===== src/rtl/ddr_init_pkg.sv =====
package ddr_init_pkg;

  typedef enum logic [2:0] {
    CMD_NOP  = 3'd0,
    CMD_PREA = 3'd1,
    CMD_LMR  = 3'd2,
    CMD_AREF = 3'd3
  } ddr_cmd_e;

  typedef enum logic [3:0] {
    ST_WAIT,
    ST_WAKE,
    ST_PRE1,
    ST_EMR,
    ST_MRR,
    ST_PRE2,
    ST_REF1,
    ST_REF2,
    ST_MRN,
    ST_DONE
  } init_step_e;

  function automatic int imax(input int a, input int b);
    return (a > b) ? a : b;
  endfunction

endpackage


===== src/rtl/ddr_step_timer.sv =====
module ddr_step_timer #(
  parameter int CW = 8
) (
  input  logic          clk,
  input  logic          rst_n,
  input  logic [CW-1:0] len_i,
  output logic          first_o,
  output logic          last_o
);

  logic [CW-1:0] cnt_q;

  assign first_o = (cnt_q == '0);
  assign last_o  = (cnt_q == len_i - 1'b1);

  always_ff @(posedge clk or negedge rst_n) begin
    if (!rst_n) begin
      cnt_q <= '0;
    end else if (last_o) begin
      cnt_q <= '0;
    end else begin
      cnt_q <= cnt_q + 1'b1;
    end
  end

endmodule


===== src/rtl/ddr_dll_window.sv =====
module ddr_dll_window #(
  parameter int DLL_LOCK = 200
) (
  input  logic clk,
  input  logic rst_n,
  input  logic start_i,
  output logic expired_o
);

  localparam int DW = $clog2(DLL_LOCK + 1);

  logic [DW-1:0] left_q;
  logic          armed_q;

  assign expired_o = armed_q && (left_q == '0);

  always_ff @(posedge clk or negedge rst_n) begin
    if (!rst_n) begin
      left_q  <= '0;
      armed_q <= 1'b0;
    end else if (start_i) begin
      left_q  <= DW'(DLL_LOCK - 1);
      armed_q <= 1'b1;
    end else if (left_q != '0) begin
      left_q  <= left_q - 1'b1;
    end
  end

endmodule


===== src/rtl/ddr_init_cmd_enc.sv =====
module ddr_init_cmd_enc
  import ddr_init_pkg::*;
#(
  parameter int ADDR_W = 13,
  parameter int BA_W   = 2
) (
  input  init_step_e        step_i,
  input  logic              first_i,
  input  logic [2:0]        burst_len_i,
  input  logic              burst_type_i,
  input  logic [2:0]        cas_lat_i,
  output logic              cke_o,
  output logic [2:0]        cmd_o,
  output logic [BA_W-1:0]   ba_o,
  output logic [ADDR_W-1:0] addr_o
);

  localparam int AP_BIT  = 10;
  localparam int DLLR_BIT = 8;

  logic [6:0] fields;
  assign fields = {cas_lat_i, burst_type_i, burst_len_i};

  always_comb begin
    cke_o  = (step_i != ST_WAIT);
    cmd_o  = CMD_NOP;
    ba_o   = '0;
    addr_o = '0;
    if (first_i) begin
      unique case (step_i)
        ST_PRE1, ST_PRE2: begin
          cmd_o          = CMD_PREA;
          addr_o[AP_BIT] = 1'b1;
        end
        ST_EMR: begin
          cmd_o = CMD_LMR;
          ba_o  = BA_W'(1);
        end
        ST_MRR: begin
          cmd_o            = CMD_LMR;
          addr_o[6:0]      = fields;
          addr_o[DLLR_BIT] = 1'b1;
        end
        ST_MRN: begin
          cmd_o       = CMD_LMR;
          addr_o[6:0] = fields;
        end
        ST_REF1, ST_REF2: cmd_o = CMD_AREF;
        default: cmd_o = CMD_NOP;
      endcase
    end
  end

endmodule


===== src/rtl/ddr_init_seq.sv =====
module ddr_init_seq
  import ddr_init_pkg::*;
#(
  parameter int ADDR_W   = 13,
  parameter int BA_W     = 2,
  parameter int T_STABLE = 20000,
  parameter int T_RP     = 3,
  parameter int T_MRD    = 2,
  parameter int T_RFC    = 10,
  parameter int DLL_LOCK = 200
) (
  input  logic              clk,
  input  logic              rst_n,
  input  logic [2:0]        burst_len_i,
  input  logic              burst_type_i,
  input  logic [2:0]        cas_lat_i,
  output logic              cke_o,
  output logic [2:0]        cmd_o,
  output logic [BA_W-1:0]   ba_o,
  output logic [ADDR_W-1:0] addr_o,
  output logic              seq_done_o,
  output logic              read_ok_o
);

  localparam int GAP_MAX = imax(imax(T_STABLE, T_RP), imax(T_MRD, T_RFC));
  localparam int CW      = $clog2(GAP_MAX + 1);

  init_step_e    step_q;
  logic [CW-1:0] len;
  logic          first, last, dll_ok;

  always_comb begin
    unique case (step_q)
      ST_WAIT:                len = CW'(T_STABLE);
      ST_PRE1, ST_PRE2:       len = CW'(T_RP);
      ST_EMR, ST_MRR, ST_MRN: len = CW'(T_MRD);
      ST_REF1, ST_REF2:       len = CW'(T_RFC);
      default:                len = CW'(1);
    endcase
  end

  ddr_step_timer #(.CW(CW)) u_timer (
    .clk     (clk),
    .rst_n   (rst_n),
    .len_i   (len),
    .first_o (first),
    .last_o  (last)
  );

  always_ff @(posedge clk or negedge rst_n) begin
    if (!rst_n) begin
      step_q <= ST_WAIT;
    end else if (last && step_q != ST_DONE) begin
      step_q <= init_step_e'(step_q + 4'd1);
    end
  end

  ddr_init_cmd_enc #(.ADDR_W(ADDR_W), .BA_W(BA_W)) u_enc (
    .step_i       (step_q),
    .first_i      (first),
    .burst_len_i  (burst_len_i),
    .burst_type_i (burst_type_i),
    .cas_lat_i    (cas_lat_i),
    .cke_o        (cke_o),
    .cmd_o        (cmd_o),
    .ba_o         (ba_o),
    .addr_o       (addr_o)
  );

  ddr_dll_window #(.DLL_LOCK(DLL_LOCK)) u_dll (
    .clk       (clk),
    .rst_n     (rst_n),
    .start_i   (step_q == ST_MRR && first),
    .expired_o (dll_ok)
  );

  assign seq_done_o = (step_q == ST_DONE);
  assign read_ok_o  = seq_done_o && dll_ok;

endmodule


===== config.mk =====
export PLATFORM = sky130hd
export DESIGN_NAME = ddr_init_seq
export DESIGN_NICKNAME = d
export VERILOG_FILES = /design/src/rtl/ddr_init_pkg.sv /design/src/rtl/ddr_step_timer.sv /design/src/rtl/ddr_dll_window.sv /design/src/rtl/ddr_init_cmd_enc.sv /design/src/rtl/ddr_init_seq.sv
export SDC_FILE = /design/constraint.sdc
export NUM_CORES = 1
export LEC_CHECK = 0
export ABC_CLOCK_PERIOD_IN_PS = 4650
export BUFFER_PORTS_ARGS = -buffer_cell sky130_fd_sc_hd__buf_2
export CAP_MARGIN = 20
export CORE_MARGIN = 8
export CORE_UTILIZATION = 57
export DETAILED_ROUTE_END_ITERATION = 10
export PLACE_DENSITY = 0.9
export SYNTH_ARGS = -nofsm -noshare
export SYNTH_HDL_FRONTEND = slang
export SYNTH_SLANG_ARGS = --single-unit
export TNS_END_PERCENT = 10

===== constraint.sdc =====
create_clock -name clk -period 4.65 [get_ports clk]
set_input_delay 0 -clock clk [delete_from_list [all_inputs] [get_ports clk]]
set_output_delay 0 -clock clk [all_outputs]
set_load 0.05 [all_outputs]

# After elaboration in Yosys (flattened, before gate mapping)
# Memories as Yosys holds them, arrays and structs flattened.
# Cells that the tools add are included.
# totals
reg_bits,28
rom_bits,128
memories,1
# classes
addsub,4
n_eq_ne,10
muxes,13
n_reduce_logical,13
# mem_list
memory,words,word_bits,rd,rd_clocked_by_memory_dff,write_ports,line,rtl
(no name shown),16,8,1,0,0,ddr_init_seq.sv:33,unique case (step_q)
# op_table
cell,n
"4-bit by 3-bit == test with 1-bit output, second input constant",4
8-bit two-way mux,2
"15-bit by 1-bit adder with 15-bit output, second input constant",1
15-bit == test,1
15-bit logical NOT,1
15-bit two-way mux,1
"15-bit by 1-bit subtractor with 15-bit output, second input constant",1
7-bit two-way mux,2
"4-bit by 2-bit == test with 1-bit output, second input constant",2
"4-bit == test, second input constant",2
8-bit logical NOT,1
8-bit nonzero test,1
"8-bit by 1-bit subtractor with 8-bit output, second input constant",1
2-bit case mux with 3 select lines,1
2-bit OR reduction,3
1-bit two-way mux,5
"4-bit by 1-bit adder with 4-bit output, second input constant",1
1-bit logical AND,4
"4-bit inequality test, second input constant",1
4-bit nonzero test,1
3-bit two-way mux,1
3-bit OR reduction,1
2-bit two-way mux,1
2-bit nonzero test,1

# Longest topological paths before layout
# depth
depth_word,4
ltp_mapped,17

# Cells and area by module
# A second synthesis with hierarchy kept.
# hier_totals
hier_cells,270
area_unflattened_um2,2398.6
# modules_own_cells
mod,instances,cells_per_inst,area_per_inst_um2,seq_area_each_um2
ddr_step_timer,1,150,1280.0,375.4
ddr_dll_window,1,52,488.0,225.2
ddr_init_seq,1,36,334.1,100.1
ddr_init_cmd_enc,1,32,296.5,0.0

# Worst setup path before layout
# No wires, ideal clock.
# synth_path
path_kind,register to register
from,register step_q[1]
to,register step_q[1]
setup_time_ns,0.125
arrival_time_ns,3.199
required_ns,4.525
slack_ns,1.326
path_stages_with_launch,15
synth_period_minus_slack_ns,3.324
cell_sequence,dfrtp_1 -> clkbuf_2 -> inv_1 -> ha_1 -> or3b_2 -> o31ai_1 -> ha_1 -> o21ai_0 -> ha_1 -> nor3_1 -> o211ai_1 -> nor3_1 -> nand4_2 -> nor2_2 -> mux2_4
# synth_between
elab_chain_len,4
elab_cells_between_ends,6
classes_between,2 x add/sub; 2 x eq/ne; 1 x reduce/logical; 1 x memory
# synth_lines
element,line,rtl
"start, declared",ddr_init_seq.sv:28,init_step_e step_q;
"start signal, assigned",ddr_init_seq.sv:54,step_q <= init_step_e'(step_q + 4'd1);
memory read 16 x 8 bit,-,
15-bit by 1-bit subtractor with 15-bit output,ddr_step_timer.sv:14,assign last_o = (cnt_q == len_i - 1'b1);
15-bit == test,ddr_step_timer.sv:14,
1-bit logical AND,ddr_init_seq.sv:53,end else if (last && step_q != ST_DONE) begin
# Several ways; a longest one is shown, not always the timed one.
# A chain may end at the register's enable or synchronous reset.

# Worst setup path in the final report
# layout_path
from,register step_q[1]
to,register u_timer.cnt_q[2]
# layout_between
elab_chain_len,4
# layout_lines
element,line,rtl
memory read 16 x 8 bit,-,
15-bit by 1-bit subtractor with 15-bit output,ddr_step_timer.sv:14,
15-bit == test,ddr_step_timer.sv:14,
15-bit two-way mux,ddr_step_timer.sv:19,end else if (last_o) begin
"end signal, assigned",ddr_step_timer.sv:22,cnt_q <= cnt_q + 1'b1;
"end, declared",ddr_step_timer.sv:11,logic [CW-1:0] cnt_q;
# Every way passes these cells.

==> reports/metrics.cfg <==
[status]
run_status = complete, no violations

[clock_network]
cts.repair.resized = 0
htreeDepth = 1
cts.clk_slew.worst_paths_ps = 140
numCtsBuffers = 3
cts_tree = done
clock_sinks = 28
clk_path_buf_depth = 2
clock_latency_ps = 320
clock-root-buffer = sky130_fd_sc_hd__clkbuf_4

[global_route]
grt_pass1_vias = 1623
grt_max_degree = 29
grt_remaining_overflow = 0
number_of_antenna_violations_at_the_first_check_in_global_routing = 0
grt_pass1_wl_um = 7270
global_route.usage.total_pct = 14.6

[final_layout]
multiInputGateArea_mm2 = 0.00122
mostFrequentLayoutCell = sky130_fd_sc_hd__nor2_1
num_antenna_cells = 0
area.sequential_um2 = 701
nNetsFinal = 263
postLayoutCoreUtil_pct = 61.5
nFillCells = 288
drive_above_1_share_pct = 18.2
layout.cell_area.non_filler_mm2 = 0.00218
final_cell_mix = sky130_fd_sc_hd__nor2_1 (29), sky130_fd_sc_hd__dfrtp_1 (28), sky130_fd_sc_hd__buf_2 (23)
area.growth.synth_to_final_pct = 6.34
final_cells = 290

[sta]
rsz0062_at_grt = no
clock.fmax_mhz = 267
hold_violations = 0
drv_slew = 0
post-route-min-period_ps = 3740
fin_tns_setup_ps = 0
fin_worst_skew_ps = 2.20
timing_worst_slew_pin_value_ps = 613
min_period_over_period_pct = 80.5
slew_headroom_pct = 59.0
report.final.setup_viol = 0

[routing]
num_vias = 1654
totalWireLength_um = 4210
drt-pass1-iter-count = 4
met2RoutedLength_um = 2020
drt-met1-wl_um = 1920
route.detailed.vias_per_inst = 5.70
antenna_left = 0
drcViolationCount = 0
met3RoutedLength_um = 220
top_layer = met4
average_routed_wire_per_standard_cell_um = 14.5
drt_iter0_markers = 62

[place]
portBuffers = 23
place_inst = 285
final_weighted_congestion_of_routability_driven_global_placement = 0.900
placement.cell_area_mm2 = 0.00214
place_hpwl_um = 3250

[power]
cell_internal_pwr_uw = 294
power_density_relative_to_cell_area_mw_per_mm2 = 174
leakage_nw = 1.04
sw_frac_of_total_pct = 22.5
p_switching_uw = 85.4
power.ir.vdd_worst_uv = 129
report.power.total_uw = 380
portion_of_total_power_attributed_to_combinational_logic_pct = 4.9
clock_power_share_pct = 31.0
share_seq_of_total_power_pct = 64.1

[synth]
ys_ff_latch = 28
postSynth.asyncResetShare_pct = 100
synth_flop_cell = sky130_fd_sc_hd__dfrtp_1
ys_seq_area_share_pct = 34.1
syn_area_per_cell_um2 = 9.17
yosys.cell_types.count = 54
synth_enable_flop_cells = 0
post_syn_instances = 224
netlist_area_mm2 = 0.00205
synth-warning-count = 0

[setup_path]
crit_arrival_ps = 3950
crit_family = simple AND/OR/NAND/NOR gates
cp_max_fo = 14
most_frequent_cell_on_critical_path = sky130_fd_sc_hd__ha_1
cp_data_required_time_ps = 4850
worst_setup_path_end_kind = flop
crit_chain = inv_1, ha_1, or3b_2, o31ai_1, ha_1, o21ai_0, ha_1, nor3_1, o211ai_1, nor3_1, nand2_1, a211oi_4, nor2_1
timing.critical_path.slowest_stage_cell = sky130_fd_sc_hd__a211oi_4
crit_path_buffers_inverters = 1
setup.worst_path.start_class = flop
depth_of_the_critical_timing_path_with_buffers_and_inverters_included = 13
timing.setup.critical_path_class = flop to flop
crit_path_max_incr_delay_ps = 570
worst_r2r_path_depth = 13

[run]
max_cap_check_violation_count = 0

[floorplanning]
floorplan.initialDensity_pct = 57.8
die_x_um = 76.0
die-height_um = 76.0
pin_count = 30
fp-row-count = 22
core_area_mm2 = 0.00355
floorplan.die_area_mm2 = 0.00578

[min_path]
worst_hold_path_type = input pin to async pin

## routing by layer
metal / global-route usage (%) / vias to the layer above
li1: - / 798
met3: 2.95 / 4
met2: 24.4 / 44
met4: 6.86 / 0
met5: 0 / -
met1: 17.4 / 808
## cells by family after synthesis
logic type	Yosys count	share of synthesized area, %
AOI/OAI and AO/OA	30	12.9
xor gates and xnor gates	27	11.5
adders and majority gates	11	6.70
buffers and inverters	25	7.19
DFF	28	34.1
muxes	3	1.89
other	1	0.183
and+or+nand+nor	99	25.5
## per-stage QoR
step           hold WS (ps)  worst slack, ps
2_1_floorplan          -296             1330
3_3_place_gp           41.1             1090
3_5_place_dp           52.1              937
4_1_cts                 211              917
5_1_grt                 246              606
6_report                189              906
## cells in the mapped netlist (all sizes together) (2+ instances only)
cell type	n	area share, %
nor3	10	2.4
xor2	11	4.7
and2	10	3.1
nand2	13	2.4
nor3b	2	0.73
and3	6	1.9
o31ai	2	1.4
o2111ai	2	0.85
dfrtp	28	34
o21a	3	1.1
nand4	3	1.2
o21ai	8	2.0
nand3	7	1.7
o311ai	2	1.2
inv	10	1.8
nand2b	3	0.91
or3	2	0.61
nand3b	2	0.73
o211ai	3	1.1
nor2b	3	0.91
buf	13	4.9
nor4	3	0.91
clkbuf	2	0.43
xnor2	16	6.8
mux2i	2	1.2
ha	11	6.7
nor2	30	5.6
## sequential cells by signal, summed over array words and instances, names as in the netlist
| signal | count |
|---|---|
| step_q | 4 |
| u_dll.armed_q | 1 |
| u_dll.left_q | 8 |
| u_timer.cnt_q | 15 |
## repair_timing
item                                   CTS  global route
endpoints found under the hold margin   28             0
hold buffers                             1             0
setup buffers                            0             0
## layout make-up
class	instances	share of cell area, %
clock buffers	4	1.66
inverters	10	1.72
multi-input cells	176	56.0
flip-flops and latches	28	32.1
well taps	48	2.75
repair buffers	24	5.73
## power by group through the flow
stage,Clock [mW],Sequential [mW],Combinational (mW)
after floorplan,0,0.248,0.0145
after global placement,0,0.248,0.0180
after detailed placement,0,0.248,0.0183
after CTS,0.122,0.244,0.0189
after global routing,0.130,0.244,0.0205
final,0.118,0.244,0.0185
## final timing paths
path                                start          endpoint  slack [ps]
min in group clk           burst_len_i[0]         addr_o[0]         410
min                                 rst_n   u_dll.left_q[0]         190
min reg2reg                 u_dll.armed_q     u_dll.armed_q         490
max in group asynchronous           rst_n  u_timer.cnt_q[9]        4070
max                             step_q[1]  u_timer.cnt_q[2]         910
max reg2reg                     step_q[1]  u_timer.cnt_q[2]         910
No activity file was read; power rests on OpenSTA's default activity.
